## src/rtl/eeprom_seq_pkg.sv

```systemverilog
package eeprom_seq_pkg;
  typedef enum logic [1:0] {MODE_STBY = 2'd0, MODE_ACTIVE = 2'd1, MODE_IDLE = 2'd2} mode_e;
  typedef enum logic [3:0] {
    OP_BAD, OP_READ, OP_CURRD, OP_WRITE, OP_WEN, OP_WDIS,
    OP_STRD, OP_STWR, OP_CLRALL, OP_FILLALL
  } op_e;
  typedef enum logic [3:0] {
    PH_HEADER, PH_DEVICE, PH_OPCODE, PH_ADDR_HI, PH_ADDR_LO,
    PH_READ, PH_WRITE, PH_STAT_RD, PH_STAT_WR
  } phase_e;
  localparam logic [7:0] CODE_READ    = 8'h03;
  localparam logic [7:0] CODE_CURRD   = 8'h06;
  localparam logic [7:0] CODE_WRITE   = 8'h6C;
  localparam logic [7:0] CODE_WEN     = 8'h96;
  localparam logic [7:0] CODE_WDIS    = 8'h91;
  localparam logic [7:0] CODE_STRD    = 8'h05;
  localparam logic [7:0] CODE_STWR    = 8'h6E;
  localparam logic [7:0] CODE_CLRALL  = 8'h6D;
  localparam logic [7:0] CODE_FILLALL = 8'h67;
endpackage

```

## src/rtl/eeprom_seq_decode.sv

```systemverilog
module eeprom_seq_decode
  import eeprom_seq_pkg::*;
(
  input  logic [7:0] code,
  output op_e        op,
  output logic       no_tail,
  output logic       array_op
);
  always_comb begin
    case (code)
      CODE_READ:    op = OP_READ;
      CODE_CURRD:   op = OP_CURRD;
      CODE_WRITE:   op = OP_WRITE;
      CODE_WEN:     op = OP_WEN;
      CODE_WDIS:    op = OP_WDIS;
      CODE_STRD:    op = OP_STRD;
      CODE_STWR:    op = OP_STWR;
      CODE_CLRALL:  op = OP_CLRALL;
      CODE_FILLALL: op = OP_FILLALL;
      default:      op = OP_BAD;
    endcase
  end

  // opcodes that must be closed by NoMAK straight after the opcode byte
  assign no_tail  = (op == OP_WEN) || (op == OP_WDIS) || (op == OP_CLRALL) || (op == OP_FILLALL);
  // opcodes refused while a write cycle runs
  assign array_op = (op == OP_READ) || (op == OP_CURRD) || (op == OP_WRITE) ||
                    (op == OP_STWR) || (op == OP_CLRALL) || (op == OP_FILLALL);
endmodule

```

## src/rtl/eeprom_seq_ptr.sv

```systemverilog
module eeprom_seq_ptr #(
  parameter int ADDR_W = 8,
  parameter int PAGE_W = 4
) (
  input  logic              clk,
  input  logic              rst_n,
  input  logic              load_en,
  input  logic [ADDR_W-1:0] load_val,
  input  logic              step_full,
  input  logic              step_page,
  output logic [ADDR_W-1:0] ptr,
  output logic [ADDR_W-1:0] ptr_plus
);
  localparam logic [ADDR_W-1:0] A_ONE = 1;
  localparam logic [PAGE_W-1:0] P_ONE = 1;

  assign ptr_plus = ptr + A_ONE;

  always_ff @(posedge clk) begin
    if (!rst_n) begin
      ptr <= '0;
    end else if (load_en) begin
      ptr <= load_val;
    end else if (step_full) begin
      ptr <= ptr_plus;
    end else if (step_page) begin
      ptr <= {ptr[ADDR_W-1:PAGE_W], ptr[PAGE_W-1:0] + P_ONE};
    end
  end

  AST_PAGE_STAYS: assert property (@(posedge clk) disable iff (!rst_n)
    (step_page && !load_en && !step_full) |=> (ptr[ADDR_W-1:PAGE_W] == $past(ptr[ADDR_W-1:PAGE_W])));
endmodule

```

## src/rtl/eeprom_seq_txbuf.sv

```systemverilog
module eeprom_seq_txbuf (
  input  logic       clk,
  input  logic       rst_n,
  input  logic       flush,
  input  logic       fetch,
  input  logic [7:0] fetch_data,
  input  logic       stat_load,
  input  logic [7:0] stat_val,
  output logic       tx_valid,
  input  logic       tx_ready,
  output logic [7:0] tx_data
);
  logic fetch_q;

  always_ff @(posedge clk) begin
    if (!rst_n) begin
      fetch_q  <= 1'b0;
      tx_valid <= 1'b0;
      tx_data  <= '0;
    end else if (flush) begin
      fetch_q  <= 1'b0;
      tx_valid <= 1'b0;
    end else begin
      fetch_q <= fetch;
      if (fetch_q) begin
        tx_data  <= fetch_data;
        tx_valid <= 1'b1;
      end else if (stat_load) begin
        tx_data  <= stat_val;
        tx_valid <= 1'b1;
      end else if (tx_ready) begin
        tx_valid <= 1'b0;
      end
    end
  end

  AST_TX_HELD: assert property (@(posedge clk) disable iff (!rst_n)
    (tx_valid && !tx_ready && !flush) |=> tx_valid);
endmodule

```

## src/rtl/eeprom_cmd_seq.sv

```systemverilog
module eeprom_cmd_seq
  import eeprom_seq_pkg::*;
#(
  parameter int          ADDR_W   = 8,
  parameter int          PAGE_W   = 4,
  parameter logic [7:0]  DEV_ADDR = 8'hA0
) (
  input  logic              clk,
  input  logic              rst_n,
  input  logic              hdr_start,
  input  logic              sby_pulse,
  input  logic              slot_valid,
  output logic              slot_ready,
  input  logic [7:0]        slot_data,
  input  logic              slot_mak,
  output logic              resp_valid,
  output logic              resp_sak,
  output logic              tx_valid,
  input  logic              tx_ready,
  output logic [7:0]        tx_data,
  output logic              mem_rd_en,
  output logic [ADDR_W-1:0] mem_rd_addr,
  input  logic [7:0]        mem_rd_data,
  output logic              wr_valid,
  input  logic              wr_ready,
  output logic [ADDR_W-1:0] wr_addr,
  output logic [7:0]        wr_data,
  output logic              page_commit,
  output logic              wel_set,
  output logic              wel_clr,
  output logic              fill_start,
  output logic [7:0]        fill_value,
  output logic              sr_wr_en,
  output logic [7:0]        sr_wr_data,
  input  logic              busy,
  input  logic [7:0]        status_in,
  output logic [1:0]        dev_mode
);
  mode_e  mode;
  phase_e phase, nx_phase;
  op_e    cur_op, dec_op;
  logic   dec_no_tail, dec_array;
  logic [7:0]        addr_hi;
  logic [ADDR_W-1:0] ptr, ptr_plus, ld_val, rd_addr_nx;
  logic slot_fire, stat_load;
  logic to_sby, to_idle, give_sak, keep_op, keep_hi, ld_ptr, stp_full, stp_page;
  logic rd_go, wr_go, commit_go, wen_go, wdis_go, fill_go, stwr_go, stld_go;

  assign slot_ready = !wr_valid;
  assign slot_fire  = slot_valid && slot_ready;
  assign dev_mode   = mode;
  assign ld_val     = ADDR_W'({addr_hi, slot_data});

  eeprom_seq_decode u_dec (.code(slot_data), .op(dec_op), .no_tail(dec_no_tail), .array_op(dec_array));

  eeprom_seq_ptr #(.ADDR_W(ADDR_W), .PAGE_W(PAGE_W)) u_ptr (
    .clk(clk), .rst_n(rst_n), .load_en(ld_ptr), .load_val(ld_val),
    .step_full(stp_full), .step_page(stp_page), .ptr(ptr), .ptr_plus(ptr_plus));

  eeprom_seq_txbuf u_tx (
    .clk(clk), .rst_n(rst_n), .flush(sby_pulse), .fetch(mem_rd_en), .fetch_data(mem_rd_data),
    .stat_load(stat_load), .stat_val(status_in), .tx_valid(tx_valid), .tx_ready(tx_ready),
    .tx_data(tx_data));

  // decision for the slot being taken in the current phase
  always_comb begin
    nx_phase = phase;  to_sby = 1'b0;  to_idle = 1'b0;  give_sak = 1'b0;
    keep_op = 1'b0;  keep_hi = 1'b0;  ld_ptr = 1'b0;  stp_full = 1'b0;  stp_page = 1'b0;
    rd_go = 1'b0;  rd_addr_nx = ptr;  wr_go = 1'b0;  commit_go = 1'b0;
    wen_go = 1'b0;  wdis_go = 1'b0;  fill_go = 1'b0;  stwr_go = 1'b0;  stld_go = 1'b0;
    if (mode == MODE_ACTIVE && slot_fire && !sby_pulse) begin
      case (phase)
        PH_HEADER: if (slot_mak) nx_phase = PH_DEVICE; else to_idle = 1'b1;
        PH_DEVICE: begin
          if (slot_data != DEV_ADDR) to_idle = 1'b1;
          else begin
            give_sak = 1'b1;
            if (slot_mak) nx_phase = PH_OPCODE; else to_sby = 1'b1;
          end
        end
        PH_OPCODE: begin
          if (dec_op == OP_BAD || (busy && dec_array)) to_idle = 1'b1;
          else if (dec_no_tail) begin
            if (slot_mak) to_idle = 1'b1;
            else begin
              give_sak = 1'b1;  to_sby = 1'b1;
              wen_go  = (dec_op == OP_WEN);
              wdis_go = (dec_op == OP_WDIS);
              fill_go = (dec_op == OP_CLRALL) || (dec_op == OP_FILLALL);
            end
          end else if (!slot_mak) to_idle = 1'b1;
          else begin
            give_sak = 1'b1;  keep_op = 1'b1;
            case (dec_op)
              OP_CURRD: begin nx_phase = PH_READ; rd_go = 1'b1; end
              OP_STRD:  begin nx_phase = PH_STAT_RD; stld_go = 1'b1; end
              OP_STWR:  nx_phase = PH_STAT_WR;
              default:  nx_phase = PH_ADDR_HI;
            endcase
          end
        end
        PH_ADDR_HI: if (slot_mak) begin give_sak = 1'b1; keep_hi = 1'b1; nx_phase = PH_ADDR_LO; end
                    else to_idle = 1'b1;
        PH_ADDR_LO: begin
          if (slot_mak) begin
            give_sak = 1'b1;  ld_ptr = 1'b1;
            if (cur_op == OP_READ) begin nx_phase = PH_READ; rd_go = 1'b1; rd_addr_nx = ld_val; end
            else nx_phase = PH_WRITE;
          end else to_idle = 1'b1;
        end
        PH_READ: begin
          give_sak = 1'b1;  stp_full = 1'b1;
          if (slot_mak) begin rd_go = 1'b1; rd_addr_nx = ptr_plus; end
          else to_sby = 1'b1;
        end
        PH_WRITE: begin
          give_sak = 1'b1;  wr_go = 1'b1;  stp_page = 1'b1;
          if (!slot_mak) begin commit_go = 1'b1; to_sby = 1'b1; end
        end
        PH_STAT_RD: begin
          give_sak = 1'b1;
          if (slot_mak) stld_go = 1'b1; else to_sby = 1'b1;
        end
        PH_STAT_WR: begin
          if (slot_mak) to_idle = 1'b1;
          else begin give_sak = 1'b1; stwr_go = 1'b1; to_sby = 1'b1; end
        end
        default: to_idle = 1'b1;
      endcase
    end
  end

  always_ff @(posedge clk) begin
    if (!rst_n) begin
      mode <= MODE_IDLE;  phase <= PH_HEADER;  cur_op <= OP_BAD;  addr_hi <= '0;
      resp_valid <= 1'b0;  resp_sak <= 1'b0;  mem_rd_en <= 1'b0;  mem_rd_addr <= '0;
      wr_valid <= 1'b0;  wr_addr <= '0;  wr_data <= '0;  page_commit <= 1'b0;
      wel_set <= 1'b0;  wel_clr <= 1'b0;  fill_start <= 1'b0;  fill_value <= '0;
      sr_wr_en <= 1'b0;  sr_wr_data <= '0;  stat_load <= 1'b0;
    end else begin
      resp_valid <= 1'b0;  mem_rd_en <= 1'b0;  page_commit <= 1'b0;  wel_set <= 1'b0;
      wel_clr <= 1'b0;  fill_start <= 1'b0;  sr_wr_en <= 1'b0;  stat_load <= 1'b0;
      if (wr_valid && wr_ready) wr_valid <= 1'b0;
      if (sby_pulse) begin
        mode <= MODE_STBY;  phase <= PH_HEADER;
      end else if (mode == MODE_STBY && hdr_start) begin
        mode <= MODE_ACTIVE;  phase <= PH_HEADER;
      end else if (mode == MODE_ACTIVE && slot_fire) begin
        resp_valid <= 1'b1;  resp_sak <= give_sak;  phase <= nx_phase;
        if (to_idle) mode <= MODE_IDLE;
        else if (to_sby) mode <= MODE_STBY;
        if (keep_op) cur_op <= dec_op;
        if (keep_hi) addr_hi <= slot_data;
        mem_rd_en <= rd_go;
        if (rd_go) mem_rd_addr <= rd_addr_nx;
        if (wr_go) begin wr_valid <= 1'b1; wr_addr <= ptr; wr_data <= slot_data; end
        page_commit <= commit_go;
        wel_set <= wen_go;
        wel_clr <= wdis_go;
        fill_start <= fill_go;
        if (fill_go) fill_value <= (dec_op == OP_FILLALL) ? 8'hFF : 8'h00;
        sr_wr_en <= stwr_go;
        if (stwr_go) sr_wr_data <= slot_data;
        stat_load <= stld_go;
      end
    end
  end

  AST_HEADER_NOSAK: assert property (@(posedge clk) disable iff (!rst_n)
    (mode == MODE_ACTIVE && phase == PH_HEADER && slot_fire && !sby_pulse) |=> (resp_valid && !resp_sak));
  AST_IDLE_NO_SAK: assert property (@(posedge clk) disable iff (!rst_n)
    (resp_valid && mode == MODE_IDLE) |-> !resp_sak);
  AST_QUIET_OUTSIDE: assert property (@(posedge clk) disable iff (!rst_n)
    (mode != MODE_ACTIVE) |=> !resp_valid);
  AST_IDLE_STICKY: assert property (@(posedge clk) disable iff (!rst_n)
    (mode == MODE_IDLE && !sby_pulse) |=> (mode == MODE_IDLE));
  AST_FILL_NOT_BUSY: assert property (@(posedge clk) disable iff (!rst_n)
    fill_start |-> !$past(busy));
  AST_ONE_ACTION: assert property (@(posedge clk) disable iff (!rst_n)
    $onehot0({wel_set, wel_clr, fill_start, sr_wr_en, page_commit}));
  AST_WR_HELD: assert property (@(posedge clk) disable iff (!rst_n)
    (wr_valid && !wr_ready) |=> (wr_valid && $stable(wr_addr) && $stable(wr_data)));
  AST_COMMIT_WITH_BYTE: assert property (@(posedge clk) disable iff (!rst_n)
    page_commit |-> wr_valid);
endmodule

```

## config.mk

```make
export PLATFORM = sky130hd
export DESIGN_NAME = eeprom_cmd_seq
export DESIGN_NICKNAME = d
export VERILOG_FILES = /design/src/rtl/eeprom_seq_pkg.sv /design/src/rtl/eeprom_seq_decode.sv /design/src/rtl/eeprom_seq_ptr.sv /design/src/rtl/eeprom_seq_txbuf.sv /design/src/rtl/eeprom_cmd_seq.sv
export SDC_FILE = /design/constraint.sdc
export NUM_CORES = 1
export LEC_CHECK = 0
export BUFFER_PORTS_ARGS = -buffer_cell sky130_fd_sc_hd__buf_2
export CORE_ASPECT_RATIO = 1.2
export CORE_MARGIN = 8
export CORE_UTILIZATION = 54
export DETAILED_ROUTE_END_ITERATION = 16
export GPL_TIMING_DRIVEN = 0
export MAX_ROUTING_LAYER = met4
export PLACE_DENSITY = 0.9
export SLEW_MARGIN = 10
export SYNTH_ARGS = -nofsm -noshare
export SYNTH_HDL_FRONTEND = slang
export SYNTH_HIERARCHICAL = 1
export SYNTH_SLANG_ARGS = --single-unit
```

## constraint.sdc

```tcl
create_clock -name clk -period 3.3 [get_ports clk]
set_input_delay 0.165 -clock clk [delete_from_list [all_inputs] [get_ports clk]]
set_output_delay 0.165 -clock clk [all_outputs]
set_load 0.02 [all_outputs]
```

==> impl_summary.txt, run 1 <==
----------------------------------------------------
[Status]
  Run status ... finished, final reports clean

[Place]
  Placed cell count ... 651
  HPWL Detailed ... between 8 and 9 mm
  Total of buffers placed on input and output ports ... 93
  Final GP Congestion ... between 0.9 and 1

[Yosys]
  Main synth FF type ... sky130_fd_sc_hd__dfxtp_1
  #FFs+latches synth ... 71
  Unique cell type count in the Yosys netlist ... 76
  Synth async-reset ratio ... 0%
  Share of synthesized area occupied by flip-flops and latches ... 36.0%
  Synth cell count leaders ... sky130_fd_sc_hd__dfxtp_1, sky130_fd_sc_hd__nand2_1, sky130_fd_sc_hd__nor2_1, sky130_fd_sc_hd__a21oi_1, sky130_fd_sc_hd__mux2i_1
  Post-Synthesis Net Count ... just over 500
  Number of enable-type register cells in the synthesized netlist ... 0
  Top cell type by total area after synthesis ... sky130_fd_sc_hd__dfxtp_1
  Total number of yosys warnings ... 6
  Count leader, synth ... sky130_fd_sc_hd__dfxtp_1
  Post-synthesis instance area ... about 4000 sq um
  Post-Syn Area per Cell ... around 8.4 sq um
  Synth Instances ... around 470
  Portion of synthesized cell area occupied by the leading cell type ... between 30% and 40%
  Top cells by area, synth ... sky130_fd_sc_hd__dfxtp_1, sky130_fd_sc_hd__mux2i_1, sky130_fd_sc_hd__nand2_1, sky130_fd_sc_hd__nor2_1, sky130_fd_sc_hd__a21oi_1

[STA]
  Setup total negative slack ... 0 ns
  Max frequency ... approximately 0.37 GHz
  Period utilisation layout ... about four fifths
  Number of slew-limit violations in the final report ... 0
  Hold Fails Final Rpt ... 0
  Actual slew at the worst max-slew pin ... between 0.8 and 0.9 ns
  Slew HR ... around two fifths
  Unrepaired setup endpoints after global routing ... no
  Tmin final ... 2.69 ns
  Clock tree skew after final layout ... 0.0108 ns
  Final setup violation count ... 0

[CTS]
  Clock latency of the later-clocked register in the worst-skew pair ... 0.35 ns
  TritonCTS clock tree ... built
  Hold buffer count at CTS ... 0
  Clock-pin transition on the worst setup and hold timing paths ... ~0.08 ns
  H-tree lvl count ... 3
  Clock buffers created by TritonCTS ... 9
  Number of gates resized after CTS ... 0
  Post-CTS setup-driven buffer insertion count ... 0
  Max clock buf depth ... 2
  Clock root buffer ... sky130_fd_sc_hd__clkbuf_8
  CTS sink count ... 71

[GRT]
  Total routing resource utilization after global routing ... 22.1%
  GRT met1 Usage ... 26.3%
  Number of global-route vias before repair ... around 3700
  Wire length of the first global-routing pass ... ~18 mm
  Number of antenna violations at the first check in global routing ... 0
  Total overflow reported by the global router ... 0
  Largest net degree at the start of global routing ... 15
  Met2 usage ... 35.7%
  Global route hottest layer ... met2
  Met3 Track Usage GR ... roughly 4.9%

[Floorplan]
  Io pins ... 94
  Die H ... between 100 and 150 microns
  Die area ... 10300 sq um
  Core footprint ... 7190 sq um
  Horiz. Die Dim ... around 94 microns
  Cell row count ... 34
  Initial core utilization ... between 50% and 60%

[Min path]
  Hold Crit Class ... input port to flop
  Origin of the worst min-delay path ... wr_ready
  Worst min-delay path endpoint ... wr_valid$_SDFF_PN0_
  Count of cells along the worst hold path ... 3

[Worst setup path]
  Register-to-register setup slack ... 0.94 ns
  Critical Path End Type ... flop
  Class of the most critical setup path ... input port to flop
  Endpoint of the lowest-slack register-to-register path ... u_ptr/ptr[3]$_SDFFE_PN0P_
  Required @ worst endpoint ... 3.53 ns
  Worst-path fanout max ... 9
  Worst Reg2Reg Path Length in Cells ... 9
  Worst flop-to-flop path startpoint ... wr_valid$_SDFF_PN0_
  Crit path DAT ... between 2 and 3 ns
  Critical Path Source Type ... input port

[Cells and area]
  Layout cell share with drive strength beyond 1 ... about 29%
  Number of standard cells in the layout, taps in and fillers out ... 667
  Nets ... 608
  Number of diodes ... 0
  Layout-stage area growth over the synthesis result ... 19.8%

[Route]
  DR vias ... slightly below 4000
  Post-route DRC ... 0
  Via-per-instance ratio ... just under 6
  Wirelength per Cell ... between 15 and 20 microns
  Count of nets left with antenna violations after detail routing ... 0
  Wire length after detailed routing ... 11.2 mm
  Number of DRC markers in iteration 0 ... roughly 240
  Length of the first detailed-routing pass in iterations ... 5

[Pwr]
  Leakage component of the power ... around 2 nW
  Maximum vdd drop ... ~290 uV
  Cell area power density ... around 360 nW/um^2

[Job]
  Total of max-cap violations ... 0

----------------------------------------------------
## critical path: stages
cell and delay, ns:
sky130_fd_sc_hd__buf_2 0.16, sky130_fd_sc_hd__buf_2 0.22, sky130_fd_sc_hd__or4b_1 0.45, sky130_fd_sc_hd__a21oi_1 0.20, sky130_fd_sc_hd__a21oi_1 0.06, sky130_fd_sc_hd__nor2_1 0.33, sky130_fd_sc_hd__or4_1 0.22, sky130_fd_sc_hd__nand2_1 0.08
sky130_fd_sc_hd__a221o_1 0.38, sky130_fd_sc_hd__or3_1 0.35, sky130_fd_sc_hd__buf_2 0.17, sky130_fd_sc_hd__mux2i_1 0.12
## logic make-up (layout without fill, tap and decap cells)
group / count (synthesis) / count (layout) / share of synthesized area [%]
XOR/XNOR: 10 / 10 / 2.22
buffers and inverters: 57 / 166 / 8.12
flip-flops: 71 / 71 / 36.0
AND/OR/NAND/NOR: 181 / 181 / 25.9
AO/OA/AOI/OAI: 121 / 121 / 20.4
adder cells (fa/ha/maj): 3 / 3 / 0.952
multiplexers: 25 / 25 / 6.37
## cell usage in the layout, fill, tap and decap left out, drive strengths merged, types with 3 or more instances in the layout
| master | Yosys | layout |
|---|---|---|
| mux2i | 24 | 24 |
| clkinv | 1 | 3 |
| nand4 | 5 | 5 |
| o211ai | 11 | 11 |
| dfxtp | 71 | 71 |
| nor3b | 5 | 5 |
| nand2 | 53 | 53 |
| ha | 3 | 3 |
| clkbuf | 11 | 20 |
| xnor2 | 3 | 3 |
| a21oi | 33 | 33 |
| xor2 | 7 | 7 |
| a32oi | 5 | 5 |
| nand2b | 3 | 3 |
| nor4b | 5 | 5 |
| o21ai | 33 | 33 |
| a21o | 4 | 4 |
| a211oi | 10 | 10 |
| nor4 | 4 | 4 |
| nor3 | 12 | 12 |
| buf | 28 | 121 |
| or3 | 6 | 6 |
| nand3 | 13 | 13 |
| or4 | 4 | 4 |
| inv | 17 | 20 |
| nor2 | 46 | 46 |
| nand3b | 3 | 3 |
| a31oi | 5 | 5 |
| nor2b | 3 | 3 |
## report_power, final
part | internal, mW | switching, mW | leakage, nW
sequential | 0.858 | 0.00161 | 0.572
clock | 0.360 | 0.379 | 0.102
combinational | 0.0361 | 0.0663 | 1.30
total | 1.25 | 0.447 | 1.97
## per-stage QoR
stage                     setup slack, ns  hold WS (ns)  total power [mW]  util, %  cell area, sq um
after floorplan                     0.811         0.300             0.930        -              3950
after global placement              0.371         0.418             0.977     62.9              4520
after detailed placement            0.324         0.428             0.980     62.9              4520
after CTS                           0.693        0.0562              1.71     65.8              4730
after global routing                0.501        0.0570              1.76     65.8              4730
final                               0.612        0.0723              1.70     65.8              4730
## routing by layer
layer / vias up / wire length [microns] / part of all wire [%]
met5: - / 0 / 0
met4: 0 / 210 / 1.9
met3: 16 / 796 / 7.1
met2: 162 / 5470 / 49
met1: 1858 / 4710 / 42
li1: 1883 / - / -
## area by class of cell
class	instances	area, sq um
timing repair buffer	93	465
sequential	71	1420
clock buffer	9	124
multi-input combinational	340	2200
tap	90	113
inverter	18	72.6
buffer	39	248
fill	626	2460
clock inverter	7	80.1
## state kept, by name, indices dropped and copies added, names as in the netlist, 2 cells and up
register and cells:
mem_rd_addr 8, sr_wr_data 8, u_ptr/ptr 8, u_tx/tx_data 8
wr_addr 8, wr_data 8, cur_op 4, phase 4
dev_mode 2
## how the worst max path moves through the flow
stage / startpoint / to
2_1_floorplan: slot_data[1] / phase[0]$_SDFFE_PP0P_
3_3_place_gp: slot_data[1] / phase[0]$_SDFFE_PP0P_
3_5_place_dp: slot_data[1] / phase[1]$_SDFFE_PP0P_
4_1_cts: slot_data[1] / phase[0]$_SDFFE_PP0P_
5_1_grt: slot_data[1] / phase[0]$_SDFFE_PP0P_
6_report: slot_data[1] / phase[0]$_SDFFE_PP0P_
(Power assumes the default switching activity.)
==> run 2, diff against run 1 <==
--- a/config.mk
+++ b/config.mk
@@ -8,11 +8,11 @@
 export BUFFER_PORTS_ARGS = -buffer_cell sky130_fd_sc_hd__buf_2
 export CORE_ASPECT_RATIO = 1.2
 export CORE_MARGIN = 8
-export CORE_UTILIZATION = 54
+export CORE_UTILIZATION = 49
 export DETAILED_ROUTE_END_ITERATION = 16
 export GPL_TIMING_DRIVEN = 0
 export MAX_ROUTING_LAYER = met4
-export PLACE_DENSITY = 0.9
+export PLACE_DENSITY = 0.87
 export SLEW_MARGIN = 10
 export SYNTH_ARGS = -nofsm -noshare
 export SYNTH_HDL_FRONTEND = slang
==> constraint.sdc (replaced) <==
create_clock -name clk -period 2.3 [get_ports clk]
set_input_delay 0.115 -clock clk [delete_from_list [all_inputs] [get_ports clk]]
set_output_delay 0.115 -clock clk [all_outputs]
set_load 0.02 [all_outputs]
==> impl_summary.txt, run 2 (synthesis results as in run 1) <==
----------------------------------------------------
[Status]
  Run status ... finished, final reports clean

[STA]
  Clock tree skew after final layout ... 0.00946 ns
  Period utilisation layout ... 99.7%
  Number of slew-limit violations in the final report ... 0
  Final setup violation count ... 0
  Actual slew at the worst max-slew pin ... 0.866 ns
  Hold Fails Final Rpt ... 0
  Max frequency ... ~0.44 GHz
  Tmin final ... between 2 and 2.5 ns
  Slew HR ... 41.9%

[Worst setup path]
  Worst-path fanout max ... 13
  Crit path DAT ... between 2 and 3 ns
  Critical Path End Type ... flop
  Critical Path Source Type ... input port
  Required @ worst endpoint ... 2.55 ns
  Class of the most critical setup path ... input port to flop

[Pwr]
  Cell area power density ... slightly below 500 nW/um^2
  Leakage component of the power ... just over 2 nW
  Overall power after layout ... 2.42 mW
  Maximum vdd drop ... between 400 and 500 uV

[Cells and area]
  Nets ... roughly 600
  Final Cell Area ... about 4900 sq um
  Count of filler cells inserted in the layout ... 700
  Number of diodes ... 0
  Layout-stage area growth over the synthesis result ... 24.8%
  Commonest non-fill, non-tap cell in the layout ... sky130_fd_sc_hd__buf_2
  Most frequent cells in the layout ... sky130_fd_sc_hd__buf_2, sky130_fd_sc_hd__dfxtp_1, sky130_fd_sc_hd__nand2_1
  Layout cell share with drive strength beyond 1 ... 31.7%
  Core Util, Final ... between 60% and 70%

[CTS]
  Clock-pin transition on the worst setup and hold timing paths ... 0.07 ns
  H-tree lvl count ... 3
  Clock latency of the later-clocked register in the worst-skew pair ... about 0.36 ns
  TritonCTS clock tree ... built
  Max clock buf depth ... 2
  Clock root buffer ... sky130_fd_sc_hd__clkbuf_8
  CTS sink count ... 71
  Clock buffers created by TritonCTS ... 9

[Place]
  Total placed instance area ... around 4600 sq um
  Final GP Congestion ... between 0.8 and 0.9
  HPWL Detailed ... about 8.5 mm
  Total of buffers placed on input and output ports ... 93

[Route]
  Wirelength per Cell ... 17.2 microns
  Via-per-instance ratio ... between 5 and 6
  DR vias ... roughly 4000
  Post-route DRC ... 0
  Length of the first detailed-routing pass in iterations ... 5
  Count of nets left with antenna violations after detail routing ... 0
  Wire length after detailed routing ... 11.7 mm
  Number of DRC markers in iteration 0 ... just under 300

[Job]
  Total of max-cap violations ... 0

[Floorplan]
  Die H ... roughly 110 microns
  Core footprint ... ~8000 sq um
  Die area ... 11200 sq um
  Initial core utilization ... 49.5%
  Cell row count ... 36
  Io pins ... between 90 and 100
  Horiz. Die Dim ... around 100 microns

[GRT]
  Total routing resource utilization after global routing ... 21.2%
  Number of antenna violations at the first check in global routing ... 0
  Total overflow reported by the global router ... 0
  Wire length of the first global-routing pass ... around 19 mm
  Number of global-route vias before repair ... between 3000 and 4000
  Largest net degree at the start of global routing ... 15

[Min path]
  Hold Crit Class ... input port to flop

----------------------------------------------------
-- run 2: cell types whose count changed in the layout (fill, tap and decap cells not counted), sizes merged --
cell / previous run / this run
buf: 121 / 127
inv: 20 / 18
clkbuf: 20 / 21
dlygate4sd3: 0 / 1
-- run 2: report_power, final --
part	switching, mW	leakage (nW)	internal (mW)
registers	0.00255	0.572	1.23
clock network	0.484	0.0997	0.531
logic	0.104	1.36	0.0635
-- run 2: final cells by class --
class                           count  area [sq um]  area share, %
Multi-Input combinational cell    340          2310           46.9
Sequential cell                    71          1420           28.9
Timing Repair Buffer              101           538           10.9
Buffer                             37           267           5.41
Clock buffer                       11           141           2.87
Tap cell                           95           119           2.41
Inverter                           18          72.6           1.47
Clock inverter                      5          56.3           1.14
-- run 2: path summary, 6_finish.rpt --
path,startpoint,to,slack (ns),depth (start not counted)
hold / removal,tx_ready,u_tx/tx_valid$_SDFFE_PP0P_,0.02,3
setup / recovery,slot_data[5],phase[1]$_SDFFE_PP0P_,0.008,12
hold reg to reg,mem_rd_en$_SDFF_PP0_,u_tx/fetch_q$_SDFF_PP0_,0.43,2
setup reg to reg,dev_mode[1]$_SDFFE_PN1P_,u_ptr/ptr[3]$_SDFFE_PN0P_,0.07,8
-- run 2: per-layer routing --
metal / track usage [%] / wire length, microns / up-vias
met5: - / 0 / -
li1: - / - / 1891
met4: 9.48 / 203 / 0
met1: 24.0 / 4880 / 1907
met3: 4.44 / 736 / 15
met2: 35.2 / 5850 / 166
-- run 2: critical path, stage by stage --
cell	delay, ns
sky130_fd_sc_hd__buf_4	0.17
sky130_fd_sc_hd__or3_4	0.41
sky130_fd_sc_hd__a2111oi_4	0.29
sky130_fd_sc_hd__a211oi_1	0.12
sky130_fd_sc_hd__inv_1	0.09
sky130_fd_sc_hd__buf_4	0.15
sky130_fd_sc_hd__or4_4	0.14
sky130_fd_sc_hd__nand2_1	0.06
sky130_fd_sc_hd__a221o_1	0.33
sky130_fd_sc_hd__or3_4	0.40
sky130_fd_sc_hd__buf_6	0.14
sky130_fd_sc_hd__mux2i_1	0.11
-- run 2: timing repair --
action	4_1_cts	5_1_grt
resized for setup	2	29
setup buffers	3	4
cloned	0	0
pin swaps	3	4
endpoints found under the hold margin	1	0
hold buffers	1	0
endpoints found under the setup margin	5	25
-- run 2: stage by stage --
step / setup TNS, ns / setup slack [ns] / instances / hold slack [ns]
after detailed placement: -6.82 / -0.435 / 656 / 0.376
after floorplan: 0 / 0.00445 / 468 / 0.250
after global placement: -5.48 / -0.389 / 656 / 0.376
after global routing: -0.500 / -0.106 / 678 / 0.0339
final: 0 / 0.00769 / 678 / 0.0248
after CTS: 0 / 0.0140 / 675 / 0.0145
==> run 3, diff against run 2 <==
--- a/config.mk
+++ b/config.mk
@@ -6,9 +6,10 @@
 export NUM_CORES = 1
 export LEC_CHECK = 0
 export BUFFER_PORTS_ARGS = -buffer_cell sky130_fd_sc_hd__buf_2
-export CORE_ASPECT_RATIO = 1.2
+export CORE_ASPECT_RATIO = 0.7
 export CORE_MARGIN = 8
 export CORE_UTILIZATION = 49
+export CTS_CLUSTER_SIZE = 12
 export DETAILED_ROUTE_END_ITERATION = 16
 export GPL_TIMING_DRIVEN = 0
 export MAX_ROUTING_LAYER = met4
==> impl_summary.txt, run 3 (synthesis results as in run 1) <==
----------------------------------------------------
[STA]
  Slew HR ... 28.2%
  Hold Fails Final Rpt ... 0
  Tmin final ... between 2 and 2.5 ns
  Final Hold Slack ... 0.0517 ns
  Final setup violation count ... 0
  Actual slew at the worst max-slew pin ... 1.07 ns
  Period utilisation layout ... roughly 99%
  Max frequency ... 0.440 GHz
  Clock tree skew after final layout ... about 0.0081 ns
  Setup total negative slack ... 0 ns
  Number of slew-limit violations in the final report ... 0

[Place]
  Final GP Congestion ... just over 0.9
  HPWL Detailed ... a little over 9 mm
  Total of buffers placed on input and output ports ... 93

[Min path]
  Origin of the worst min-delay path ... wr_ready
  Count of cells along the worst hold path ... 3
  Hold Crit Class ... input port to flop
  Worst min-delay path endpoint ... wr_valid$_SDFF_PN0_

[Route]
  Via-per-instance ratio ... approximately 6.0
  Wire length after detailed routing ... roughly 13 mm
  Wirelength per Cell ... around 18 microns
  Length of the first detailed-routing pass in iterations ... 8
  DR vias ... approximately 4000
  Post-route DRC ... 0
  Number of DRC markers in iteration 0 ... 482
  Count of nets left with antenna violations after detail routing ... 0

[Floorplan]
  Initial core utilization ... 50.3%
  Io pins ... between 90 and 100
  Core footprint ... ~7800 sq um
  Cell row count ... 27
  Die H ... 91.1 microns
  Die area ... 11200 sq um
  Horiz. Die Dim ... between 100 and 150 microns

[Worst setup path]
  Worst Reg2Reg Path Length in Cells ... 8
  Critical path launch point ... slot_data[5]
  Crit path DAT ... ~2.5 ns
  Endpoint of the lowest-slack register-to-register path ... u_ptr/ptr[6]$_SDFFE_PN0P_
  Register-to-register setup slack ... about 0.080 ns
  Worst-path fanout max ... 13
  Worst flop-to-flop path startpoint ... phase[2]$_SDFFE_PP0P_
  Critical Path Source Type ... input port
  Class of the most critical setup path ... input port to flop
  Required @ worst endpoint ... between 2 and 3 ns
  Critical Path End Type ... flop

[CTS]
  H-tree lvl count ... 3
  CTS sink count ... 71
  TritonCTS clock tree ... built
  Clock-pin transition on the worst setup and hold timing paths ... around 0.06 ns
  Clock root buffer ... sky130_fd_sc_hd__clkbuf_16
  Max clock buf depth ... 2
  Clock buffers created by TritonCTS ... 9
  Clock latency of the later-clocked register in the worst-skew pair ... ~0.33 ns

[GRT]
  Largest net degree at the start of global routing ... 15
  Number of antenna violations at the first check in global routing ... 0
  Total routing resource utilization after global routing ... between 20 and 25%
  Total overflow reported by the global router ... 0
  Number of global-route vias before repair ... slightly below 4000
  Wire length of the first global-routing pass ... 19.1 mm

[Cells and area]
  Count of filler cells inserted in the layout ... about 680
  Most frequent cells in the layout ... sky130_fd_sc_hd__buf_2, sky130_fd_sc_hd__dfxtp_1, sky130_fd_sc_hd__nand2_1
  Number of diodes ... 0
  Core Util, Final ... ~64%
  Multi-input combinational cell area ... 2320 sq um
  Nets ... a little over 600
  Layout-stage area growth over the synthesis result ... 27.6%
  Layout cell share with drive strength beyond 1 ... about 33%
  FF/Latch Area ... between 1000 and 1500 sq um
  Commonest non-fill, non-tap cell in the layout ... sky130_fd_sc_hd__buf_2

[Pwr]
  Leakage component of the power ... approximately 2.1 nW
  Maximum vdd drop ... 392 uV
  Cell area power density ... about 540 nW/um^2

[Job]
  Total of max-cap violations ... 0

[Status]
  Run status ... finished, final reports clean

----------------------------------------------------
## run 3: what timing repair did
action	in CTS	in global routing
setup endpoints to repair	14	26
gates resized for setup	6	28
cloned	0	1
endpoints found under the hold margin	0	0
pin swaps	4	5
buffers inserted	1	5
hold buffers	0	0
## run 3: critical path: stages
cell                        delay [ns]
sky130_fd_sc_hd__buf_4            0.17
sky130_fd_sc_hd__or3_4            0.41
sky130_fd_sc_hd__a2111oi_4        0.33
sky130_fd_sc_hd__a211oi_2         0.08
sky130_fd_sc_hd__inv_1            0.08
sky130_fd_sc_hd__buf_6            0.13
sky130_fd_sc_hd__or4_4            0.14
sky130_fd_sc_hd__nand2_1          0.07
sky130_fd_sc_hd__a221o_1          0.34
sky130_fd_sc_hd__or3_1            0.37
sky130_fd_sc_hd__buf_6            0.14
sky130_fd_sc_hd__mux2i_1          0.11
## run 3: stage by stage
| stage | setup slack [ns] | std cells | power (mW) | cell area (sq um) |
|---|---|---|---|---|
| 2_1_floorplan | 0.00445 | 468 | 1.34 | 3990 |
| 3_3_place_gp | -0.387 | 662 | 1.41 | 4580 |
| 3_5_place_dp | -0.460 | 662 | 1.41 | 4580 |
| 4_1_cts | 0.00925 | 677 | 2.70 | 4860 |
| 5_1_grt | -0.0102 | 682 | 2.79 | 5030 |
| 6_report | 0.0279 | 682 | 2.71 | 5030 |
## run 3: worst max path at each step
stage | end | slack, ns | cells after the start
2_1_floorplan | phase[0]$_SDFFE_PP0P_ | 0.004 | 11
3_3_place_gp | phase[0]$_SDFFE_PP0P_ | -0.39 | 12
3_5_place_dp | phase[0]$_SDFFE_PP0P_ | -0.46 | 12
4_1_cts | phase[0]$_SDFFE_PP0P_ | 0.009 | 13
5_1_grt | cur_op[2]$_SDFFE_PN0P_ | -0.01 | 11
6_report | phase[0]$_SDFFE_PP0P_ | 0.03 | 12
## run 3: where the power goes
| part | internal [mW] | switching, mW | total (mW) |
|---|---|---|---|
| sequential | 1.23 | 0.00330 | 1.24 |
| combinational | 0.0654 | 0.109 | 0.174 |
| clock | 0.785 | 0.512 | 1.30 |
| total | 2.08 | 0.624 | 2.71 |
## run 3: routing by layer
layer  share of wire, %  wire length, microns  global-route usage [%]
met4                1.6                   202                    7.79
met3                 12                  1530                    5.63
met2                 44                  5490                    31.6
met1                 43                  5340                    28.4
met5                  0                     0                       -
## run 3: layout make-up
type | instances | area share, %
Buffer | 36 | 5.10
Timing Repair Buffer | 100 | 11.0
Clock inverter | 3 | 0.348
Clock buffer | 13 | 5.17
Inverter | 18 | 1.44
Sequential cell | 71 | 28.3
Multi-Input combinational cell | 340 | 46.2
Tap cell | 101 | 2.51
